File: config.mk
export PLATFORM = sky130hd
export DESIGN_NAME = can_err_capture
export DESIGN_NICKNAME = d
export VERILOG_FILES = /design/src/rtl/can_err_pkg.sv /design/src/rtl/cec_w0c_bank.sv /design/src/rtl/cec_code_capture.sv /design/src/rtl/cec_cnt_hold.sv /design/src/rtl/can_err_capture.sv
export SDC_FILE = /design/constraint.sdc
export NUM_CORES = 1
export LEC_CHECK = 0
export ABC_AREA = 1
export CORE_MARGIN = 1.5
export CORE_UTILIZATION = 40
export CTS_CLUSTER_SIZE = 12
export DETAILED_ROUTE_END_ITERATION = 8
export GPL_TIMING_DRIVEN = 0
export HOLD_SLACK_MARGIN = 0.12
export PLACE_DENSITY = 0.76
export SYNTH_ARGS = -nofsm -noshare
export SYNTH_HDL_FRONTEND = slang
export SYNTH_SLANG_ARGS = --single-unit
File: constraint.sdc
create_clock -name clk -period 1.8 [get_ports clk]
set_input_delay 0.18 -clock clk [delete_from_list [all_inputs] [get_ports clk]]
set_output_delay 0.18 -clock clk [all_outputs]
set_load 0.01 [all_outputs]
File: src/rtl/can_err_pkg.sv
package can_err_pkg;
  localparam int DW     = 8;
  localparam int AW     = 3;
  localparam int NFLAG  = 8;
  localparam int NCODE  = 7;
  localparam int IRQ_BIT = 5;

  localparam logic [AW-1:0] A_FLAG  = 3'd0;
  localparam logic [AW-1:0] A_FEN   = 3'd1;
  localparam logic [AW-1:0] A_CODE  = 3'd2;
  localparam logic [AW-1:0] A_TXCNT = 3'd3;
  localparam logic [AW-1:0] A_RXCNT = 3'd4;
  localparam logic [AW-1:0] A_ISTAT = 3'd5;
  localparam logic [AW-1:0] A_IEN   = 3'd6;
endpackage

File: src/rtl/cec_w0c_bank.sv
// Sticky flag bank: pulse sets, written zero clears, set has priority.
module cec_w0c_bank #(
  parameter int W = 8
) (
  input  logic         clk,
  input  logic         rst_n,
  input  logic [W-1:0] set_i,
  input  logic         wr_i,
  input  logic [W-1:0] wdata_i,
  output logic [W-1:0] q_o
);
  logic [W-1:0] q_n;

  for (genvar i = 0; i < W; i++) begin : g_bit
    logic keep;
    always_comb begin
      keep   = wr_i ? (q_o[i] & wdata_i[i]) : q_o[i];
      q_n[i] = set_i[i] | keep;
    end

    always_ff @(posedge clk or negedge rst_n) begin
      if (!rst_n) q_o[i] <= 1'b0;
      else        q_o[i] <= q_n[i];
    end
  end

  // a pulsed bit is set afterwards, whatever was written
  a_r3_set_wins: assert property (@(posedge clk) disable iff (!rst_n)
    (set_i != '0) |=> ((q_o & $past(set_i)) == $past(set_i)));

  // no bit rises without its pulse
  a_r2_no_spurious_set: assert property (@(posedge clk) disable iff (!rst_n)
    1'b1 |=> ((q_o & ~$past(q_o) & ~$past(set_i)) == '0));
endmodule

File: src/rtl/cec_code_capture.sv
// Error code register: mode bit plus error type bits.
module cec_code_capture #(
  parameter int NC = 7
) (
  input  logic        clk,
  input  logic        rst_n,
  input  logic [NC-1:0] evt_i,
  input  logic        wr_i,
  input  logic [NC:0] wdata_i,
  output logic [NC:0] code_o
);
  logic          mode_q, mode_n;
  logic [NC-1:0] bits_q, bits_n;
  logic          any_evt;

  assign any_evt = |evt_i;

  always_comb begin
    mode_n = wr_i ? wdata_i[NC] : mode_q;
    if (!mode_q && any_evt) begin
      bits_n = evt_i;
    end else begin
      bits_n = evt_i | (wr_i ? (bits_q & wdata_i[NC-1:0]) : bits_q);
    end
  end

  always_ff @(posedge clk or negedge rst_n) begin
    if (!rst_n) begin
      mode_q <= 1'b0;
      bits_q <= '0;
    end else begin
      mode_q <= mode_n;
      bits_q <= bits_n;
    end
  end

  assign code_o = {mode_q, bits_q};

  // latest-only mode keeps exactly the new pulse bits
  a_r7_latest_only: assert property (@(posedge clk) disable iff (!rst_n)
    (!code_o[NC] && any_evt) |=> (code_o[NC-1:0] == $past(evt_i)));

  // accumulate mode never loses a pulsed bit
  a_r6_accumulate: assert property (@(posedge clk) disable iff (!rst_n)
    (code_o[NC] && any_evt) |=> ((code_o[NC-1:0] & $past(evt_i)) == $past(evt_i)));
endmodule

File: src/rtl/cec_cnt_hold.sv
// Holds an error count for readout.
module cec_cnt_hold #(
  parameter int W = 8
) (
  input  logic         clk,
  input  logic         rst_n,
  input  logic [W-1:0] d_i,
  output logic [W-1:0] q_o
);
  always_ff @(posedge clk or negedge rst_n) begin
    if (!rst_n) q_o <= '0;
    else        q_o <= d_i;
  end

  // held count follows the input one cycle later
  a_r8_count_follow: assert property (@(posedge clk) disable iff (!rst_n)
    1'b1 |=> (q_o == $past(d_i)));
endmodule

File: src/rtl/can_err_capture.sv
module can_err_capture
  import can_err_pkg::*;
(
  input  logic            clk,
  input  logic            rst_n,
  input  logic [NFLAG-1:0] fault_evt_i,
  input  logic [NCODE-1:0] code_evt_i,
  input  logic [DW-1:0]   tx_cnt_i,
  input  logic [DW-1:0]   rx_cnt_i,
  input  logic            wr_en_i,
  input  logic [AW-1:0]   wr_addr_i,
  input  logic [DW-1:0]   wr_data_i,
  input  logic [AW-1:0]   rd_addr_i,
  output logic [DW-1:0]   rd_data_o,
  output logic            err_irq_o
);
  // reset: asynchronous assert, synchronous release
  logic [1:0] rst_sync_q;
  logic       rst_n_s;

  always_ff @(posedge clk or negedge rst_n) begin
    if (!rst_n) rst_sync_q <= 2'b00;
    else        rst_sync_q <= {rst_sync_q[0], 1'b1};
  end
  assign rst_n_s = rst_sync_q[1];

  logic wr_flag, wr_fen, wr_code, wr_ien;
  assign wr_flag = wr_en_i && (wr_addr_i == A_FLAG);
  assign wr_fen  = wr_en_i && (wr_addr_i == A_FEN);
  assign wr_code = wr_en_i && (wr_addr_i == A_CODE);
  assign wr_ien  = wr_en_i && (wr_addr_i == A_IEN);

  logic [NFLAG-1:0] flag_q;
  logic [NCODE:0]   code_q;
  logic [DW-1:0]    tx_q, rx_q;

  cec_w0c_bank #(.W(NFLAG)) u_flags (
    .clk(clk), .rst_n(rst_n_s), .set_i(fault_evt_i),
    .wr_i(wr_flag), .wdata_i(wr_data_i[NFLAG-1:0]), .q_o(flag_q));

  cec_code_capture #(.NC(NCODE)) u_code (
    .clk(clk), .rst_n(rst_n_s), .evt_i(code_evt_i),
    .wr_i(wr_code), .wdata_i(wr_data_i[NCODE:0]), .code_o(code_q));

  cec_cnt_hold #(.W(DW)) u_tx (.clk(clk), .rst_n(rst_n_s), .d_i(tx_cnt_i), .q_o(tx_q));
  cec_cnt_hold #(.W(DW)) u_rx (.clk(clk), .rst_n(rst_n_s), .d_i(rx_cnt_i), .q_o(rx_q));

  // enable registers
  logic [NFLAG-1:0] fen_q, fen_n;
  logic             ien_q, ien_n;

  always_comb begin
    fen_n = wr_fen ? wr_data_i[NFLAG-1:0] : fen_q;
    ien_n = wr_ien ? wr_data_i[IRQ_BIT]   : ien_q;
  end

  always_ff @(posedge clk or negedge rst_n_s) begin
    if (!rst_n_s) begin
      fen_q <= '0;
      ien_q <= 1'b0;
    end else begin
      fen_q <= fen_n;
      ien_q <= ien_n;
    end
  end

  logic err_stat;
  assign err_stat  = |(flag_q & fen_q);
  assign err_irq_o = err_stat & ien_q;

  always_comb begin
    rd_data_o = '0;
    case (rd_addr_i)
      A_FLAG:  rd_data_o = flag_q;
      A_FEN:   rd_data_o = fen_q;
      A_CODE:  rd_data_o = code_q;
      A_TXCNT: rd_data_o = tx_q;
      A_RXCNT: rd_data_o = rx_q;
      A_ISTAT: rd_data_o[IRQ_BIT] = err_stat;
      A_IEN:   rd_data_o[IRQ_BIT] = ien_q;
      default: rd_data_o = '0;
    endcase
  end

  // interrupt only from an enabled, latched flag
  a_r9_irq_source: assert property (@(posedge clk) disable iff (!rst_n_s)
    err_irq_o |-> ((flag_q & fen_q) != '0));

  // interrupt gated by its enable bit
  a_r10_irq_gate: assert property (@(posedge clk) disable iff (!rst_n_s)
    err_irq_o |-> ien_q);

  // nothing pending straight after reset release
  a_r11_reset_quiet: assert property (@(posedge clk) disable iff (!rst_n)
    $rose(rst_n_s) |-> (!err_irq_o && flag_q == '0));
endmodule

==> results.sh, run 1 <==
export IMPL_synth_nets=316
export IMPL_critical_path_buf_inv_count=3
export IMPL_nNetsFinal=383
export IMPL_ios=57
export IMPL_cp_top_family="buffers and inverters"
export IMPL_antenna_left=0
export IMPL_fp_dieH_microns=75.26
export IMPL_ys_seq_area_frac=0.5153
export IMPL_core_area_sq_um=5075
export IMPL_vias_per_cell=4.608
export IMPL_cts_tree="yes"
export IMPL_drt_iter0_markers=112
export IMPL_clock_latency_ns=0.30
export IMPL_grt_overflow=0
export IMPL_status="finished, final reports clean"
export IMPL_cts_made_buffers=5
export IMPL_wl_per_cell_microns=12.18
export IMPL_via_count=1871
export IMPL_crit_arrival_ns=1.50
export IMPL_drt_pass1_iterations=4
export IMPL_cp_slowest_cell="clkdlybuf4s50_1"
export IMPL_yosys_warnings=0
export IMPL_netlist_cell_type_count=23
export IMPL_cp_cell_sequence="buf_2 -> nor3_4 -> inv_2 -> nor2_1 -> nor2_1 -> nand2_1 -> clkdlybuf4s50_1"
export IMPL_dp_cells=393
export IMPL_gp_congestion=0.8293
export IMPL_setup_tns_ns=0
export IMPL_top_layer_used="met4"
export IMPL_tightest_slew_ns=0.9000
export IMPL_wl_mm=4.947
export IMPL_clkSinkCount=43
export IMPL_hp_class="in2reg"
export IMPL_instances_no_fill=406
export IMPL_cellPowerDensity_nw_per_um2=804.9
export IMPL_crit_required_ns=1.62
export IMPL_cts_path_max_buffers=2
export IMPL_drive_above_1_share=0.09821
export IMPL_fillers=492
export IMPL_dieArea_sq_um=5663
export IMPL_fmax_mhz=593.8
export IMPL_syn_avg_cell_area_sq_um=7.792
export IMPL_relSlewSlack=0.4000
export IMPL_critical_path_max_stage_delay_ns=0.53
export IMPL_std_cell_rows=26
export IMPL_power_mw=2.336
export IMPL_clockRootBuffer="clkbuf_8"
export IMPL_start_util=0.4115
export IMPL_dp_hpwl_mm=3.753
export IMPL_rsz0062_at_grt="no"
export IMPL_crit_path_max_fanout=8
export IMPL_end_kind="output port"
export IMPL_power_leakage_nw=1.481
export IMPL_syn_instance_count=268
export IMPL_diodes=0
export IMPL_drc=0
export IMPL_antenna_found_initial=0
export IMPL_area_delta_synth_final_pct=39.01
export IMPL_numPortBuffers=55
export IMPL_grt_pass1_vias=1815
export IMPL_dr_wl_met3_microns=267
export IMPL_place_area_sq_um=2728
export IMPL_grt_max_degree=42
export IMPL_finalHoldViolations=0
export IMPL_drv_slew=0
export IMPL_die_w_microns=75.26
export IMPL_drt_met1_wl_mm=2.239
export IMPL_final_cell_mix="nand2_1, clkdlybuf4s50_1, dfrtp_1"
export IMPL_vdd_drop_max_v=0.0003034
export IMPL_post_route_cell_area_sq_um=2903
export IMPL_grt_pass1_wl_mm=8.073
export IMPL_h_tree_depth=2
export IMPL_cpMostUsedCell="nor2_1"
export IMPL_final_common_cell="nand2_1"
export IMPL_grt_total_usage=0.1913
export IMPL_wl_met2_mm=2.370
export IMPL_setup_viol=0
export IMPL_netlist_area_sq_um=2088
export IMPL_fin_crit_sh=0.9356
export IMPL_path_clk_slew_ns=0.08
export IMPL_fin_skew_ns=0.002231
export IMPL_synth_seq_cells=43
export IMPL_crit_path_start_kind="input pin"
export IMPL_period_minus_slack_ns=1.684
export IMPL_criticalPathCategory="in2out"
export IMPL_maxCapViolations=0
-- power by group --
group / switching (mW) / internal (mW)
Sequential: 0.0746 / 1.05
Clock: 0.329 / 0.449
Combinational: 0.212 / 0.223
-- stage by stage --
step | setup WS, ns | utilization | hold slack, ns
global route | 0.004611 | 0.5720 | 0.3147
floorplan | 0.5148 | - | -0.1156
detailed placement | -0.4903 | 0.5375 | 0.3386
global placement | -0.4166 | 0.5372 | 0.3355
CTS | -0.008487 | 0.5676 | 0.3070
finish | 0.1159 | 0.5720 | 0.3120
-- flip-flops by register name, indices dropped and copies added, names as in the netlist --
register and flops:
rst_sync_q 2, u_rx.q_o 8, fen_q 8, u_code.mode_q 1, u_flags.q_o 8, u_code.bits_q 7
u_tx.q_o 8, ien_q 1
-- logic make-up after synthesis --
family | share of synthesized area
other cells | 0.001796
buf+inv | 0.07429
simple gates | 0.3535
flops | 0.5153
compound gates | 0.05512
-- layout make-up --
cell class                 count  area, sq um  share of cell area
multi-input combinational    187        872.1              0.3004
clock buffer                   6        82.58             0.02845
buffer                         3        26.28            0.009052
timing repair inverter         1        7.507            0.002586
inverter                      35        133.9             0.04612
timing repair buffer          59        580.6              0.2000
tap                           70        87.58             0.03017
sequential                    43         1077              0.3711
clock inverter                 2        35.03             0.01207
-- metal layers --
layer	up-vias	track usage
met5	-	0
met1	845	0.2445
li1	964	-
met3	8	0.03748
met4	0	0.06548
met2	54	0.3255
-- path summary, 6_finish.rpt --
path	start	to	slack [ns]	depth (start not counted)
max	rd_addr_i[2]	rd_data_o[1]	0.12	7
min	rx_cnt_i[2]	u_rx.q_o[2]$_DFF_PN0_	0.31	1
max reg2reg	rst_sync_q[1]$_DFF_PN0_	u_code.bits_q[5]$_DFF_PN0_	0.84	0
min reg2reg	rst_sync_q[0]$_DFF_PN0_	rst_sync_q[1]$_DFF_PN0_	0.35	0
max in group asynchronous	rst_sync_q[1]$_DFF_PN0_	u_code.bits_q[5]$_DFF_PN0_	0.84	0
min in group asynchronous	rst_sync_q[1]$_DFF_PN0_	u_flags.q_o[2]$_DFF_PN0_	0.40	0
-- synthesized netlist by cell type (all sizes together) --
cell type  instances  share of area
a21boi             1         0.0036
a21oi              1         0.0024
buf                3          0.011
conb               1         0.0018
dfrtp             43           0.52
inv               35          0.063
nand2            118           0.21
nand3              9          0.028
nand3b             8          0.031
nand4              7          0.021
nor2              19          0.049
nor3               3          0.012
o21ai             19          0.046
o21bai             1         0.0036
-- what timing repair did --
item	4_1_cts	5_1_grt
endpoints found under the hold margin	2	0
hold buffers	1	0
gates resized for setup	13	9
buffers inserted	0	3
pin swaps	1	2
endpoints found under the setup margin	9	7
cloned	1	0
No activity file was read; power rests on OpenSTA's default activity.
==> run 2, diff against run 1 <==
CTS_CLUSTER_DIAMETER = 100   (was not set)
==> results of run 2 <==
No change in the layout: final DEF, timing and power equal those of run 1.
==> run 3, diff against run 2 <==
CORE_UTILIZATION = 48   (was 40)
PLACE_DENSITY = 0.88   (was 0.76)
TNS_END_PERCENT = 30   (was not set)
==> run 3 against run 2 <==
- wire length shrank 2.5%
- utilization grew 14 points
- worst setup slack worse by 0.013 ns
- first-iteration DRC count is 27% lower
- clock power shrank 3.9%
- clock skew is 0.00058 ns higher
- total power down 1.3%
- sequential share of layout area increased by 0.16 points
- critical path type unchanged
- highest routed layer unchanged
==> results.sh, run 3 (same netlist as run 1, synthesis figures left out) <==
export IMPL_cts_made_buffers=5
export IMPL_fillers=333
export IMPL_criticalPathCategory="in2out"
export IMPL_drc=0
export IMPL_status="finished, final reports clean"
export IMPL_drv_slew=0
export IMPL_final_common_cell="nand2_1"
export IMPL_dp_cells=373
export IMPL_crit_start="rd_addr_i[0]"
export IMPL_fp_dieH_microns=68.96
export IMPL_vdd_drop_max_v=0.0005129
export IMPL_relSlewSlack=0.4278
export IMPL_rrSetupSlack_ns=0.84
export IMPL_cp_top_family="buffers and inverters"
export IMPL_area_delta_synth_final_pct=38.41
export IMPL_tightest_slew_ns=0.8583
export IMPL_crit_arrival_ns=1.52
export IMPL_drt_iter0_markers=82
export IMPL_post_route_cell_area_sq_um=2890
export IMPL_finalHoldViolations=0
export IMPL_core_area_sq_um=4086
export IMPL_multi_input_area_sq_um=877.1
export IMPL_dp_hpwl_mm=3.586
export IMPL_cpMostUsedCell="nand2_1"
export IMPL_start_util=0.5110
export IMPL_grt_max_degree=42
export IMPL_vias_per_cell=4.868
export IMPL_grt_pass1_vias=1757
export IMPL_instances_no_fill=387
export IMPL_end_kind="output port"
export IMPL_maxCapViolations=0
export IMPL_h_tree_depth=2
export IMPL_cellPowerDensity_nw_per_um2=797.8
export IMPL_dieArea_sq_um=4755
export IMPL_diodes=0
export IMPL_wl_per_cell_microns=12.46
export IMPL_final_cell_mix="nand2_1, clkdlybuf4s50_1, dfrtp_1"
export IMPL_fin_crit_sh=0.9427
export IMPL_antenna_found_initial=0
export IMPL_crit_required_ns=1.62
export IMPL_fin_skew_ns=0.002816
export IMPL_path_clk_slew_ns=0.08
export IMPL_period_minus_slack_ns=1.697
export IMPL_critical_path_buf_inv_count=3
export IMPL_place_area_sq_um=2703
export IMPL_clockRootBuffer="clkbuf_8"
export IMPL_grt_total_usage=0.2207
export IMPL_antenna_left=0
export IMPL_via_count=1884
export IMPL_gp_congestion=0.7961
export IMPL_numPortBuffers=55
export IMPL_crit_end="rd_data_o[0]"
export IMPL_setup_viol=0
export IMPL_nNetsFinal=384
export IMPL_power_mw=2.306
export IMPL_ios=57
export IMPL_worst_r2r_path_depth=3
export IMPL_ff_latch_area_sq_um=1077
export IMPL_cp_cell_sequence="buf_4 -> inv_4 -> nand2_1 -> nor2_4 -> nand2_1 -> nand2_1 -> nor2_1 -> nand2_1 -> clkdlybuf4s50_1"
export IMPL_wl_mm=4.821
export IMPL_die_w_microns=68.96
export IMPL_clkSinkCount=43
export IMPL_drt_pass1_iterations=4
export IMPL_crit_path_max_fanout=10
export IMPL_grt_pass1_wl_mm=7.638
export IMPL_cp_slowest_cell="clkdlybuf4s50_1"
export IMPL_clock_latency_ns=0.30
export IMPL_worst_path_stages=9
export IMPL_critical_path_max_stage_delay_ns=0.53
export IMPL_crit_path_start_kind="input pin"
export IMPL_power_leakage_nw=1.509
export IMPL_r2r_end="u_code.bits_q[2]$_DFF_PN0_"
export IMPL_hp_class="in2reg"
export IMPL_cts_tree="yes"
export IMPL_std_cell_rows=23
export IMPL_fmax_mhz=589.3
export IMPL_cts_path_max_buffers=2
export IMPL_rsz0062_at_grt="no"
export IMPL_worstReg2RegStart="u_code.mode_q$_DFFE_PN0N_"
export IMPL_drive_above_1_share=0.1009
export IMPL_grt_overflow=0
==> run 3: changes by cell type in the layout (fill, tap and decap cells not counted), sizes merged <==
cell | before | now
clkdlybuf4s50 | 47 | 45
dlymetal6s2s | 4 | 6
buf | 8 | 9
clkbuf | 6 | 5
clkinv | 1 | 2
==> run 3: repair_timing <==
item / in CTS / in global routing
gates cloned: 1 / 0
setup buffers: 3 / 1
hold endpoints to repair: 2 / 0
pin swaps: 2 / 1
hold buffers: 1 / 0
gates resized for setup: 13 / 12
endpoints found under the setup margin: 9 / 7
==> run 3: worst min path at each step <==
stage | from | end | slack (ns) | cells after the start
global placement | rst_sync_q[0]$_DFF_PN0_ | rst_sync_q[1]$_DFF_PN0_ | 0.34 | 0
global route | tx_cnt_i[1] | u_tx.q_o[1]$_DFF_PN0_ | 0.31 | 1
CTS | rx_cnt_i[5] | u_rx.q_o[5]$_DFF_PN0_ | 0.31 | 1
finish | rx_cnt_i[5] | u_rx.q_o[5]$_DFF_PN0_ | 0.32 | 1
detailed placement | rst_sync_q[0]$_DFF_PN0_ | rst_sync_q[1]$_DFF_PN0_ | 0.34 | 0
floorplan | rst_n | rst_sync_q[0]$_DFF_PN0_ | -0.12 | 0
==> run 3: metal layers <==
layer | global-route usage | routed length (microns)
met1 | 0.2774 | 2137
met4 | 0.05637 | 71
met2 | 0.3834 | 2381
met5 | 0 | 0
met3 | 0.05032 | 231
==> run 3: metrics by stage <==
step,worst slack [ns],hold slack [ns],TNS (ns),util
2_1_floorplan,0.5148,-0.1156,0,-
3_3_place_gp,-0.4169,0.3359,-3.087,0.6611
3_5_place_dp,-0.4631,0.3386,-3.237,0.6614
4_1_cts,-0.02358,0.3142,-0.02860,0.7030
5_1_grt,0.02382,0.3126,0,0.7073
6_report,0.1032,0.3164,0,0.7073
==> run 3: where the power goes <==
part / leakage (nW) / total [mW] / switching (mW) / internal [mW]
Combinational: 0.969 / 0.434 / 0.211 / 0.223
Sequential: 0.483 / 1.12 / 0.0751 / 1.05
Clock: 0.0581 / 0.748 / 0.335 / 0.413
==> run 3: final cells by class <==
class,count,area share
Inverter,35,0.04632
Multi-Input combinational cell,187,0.3035
Timing Repair inverter,1,0.002597
Tap cell,50,0.02165
Clock inverter,3,0.01515
Buffer,3,0.009091
Clock buffer,5,0.02381
Timing Repair Buffer,60,0.2052
Sequential cell,43,0.3727
==> run 3: worst reg2reg max path, cell delays in order, from the launching register on <==
cell      delay (ns)
dfrtp_1         0.41
o21bai_1        0.27
nand2_1         0.11
nand2_1         0.06
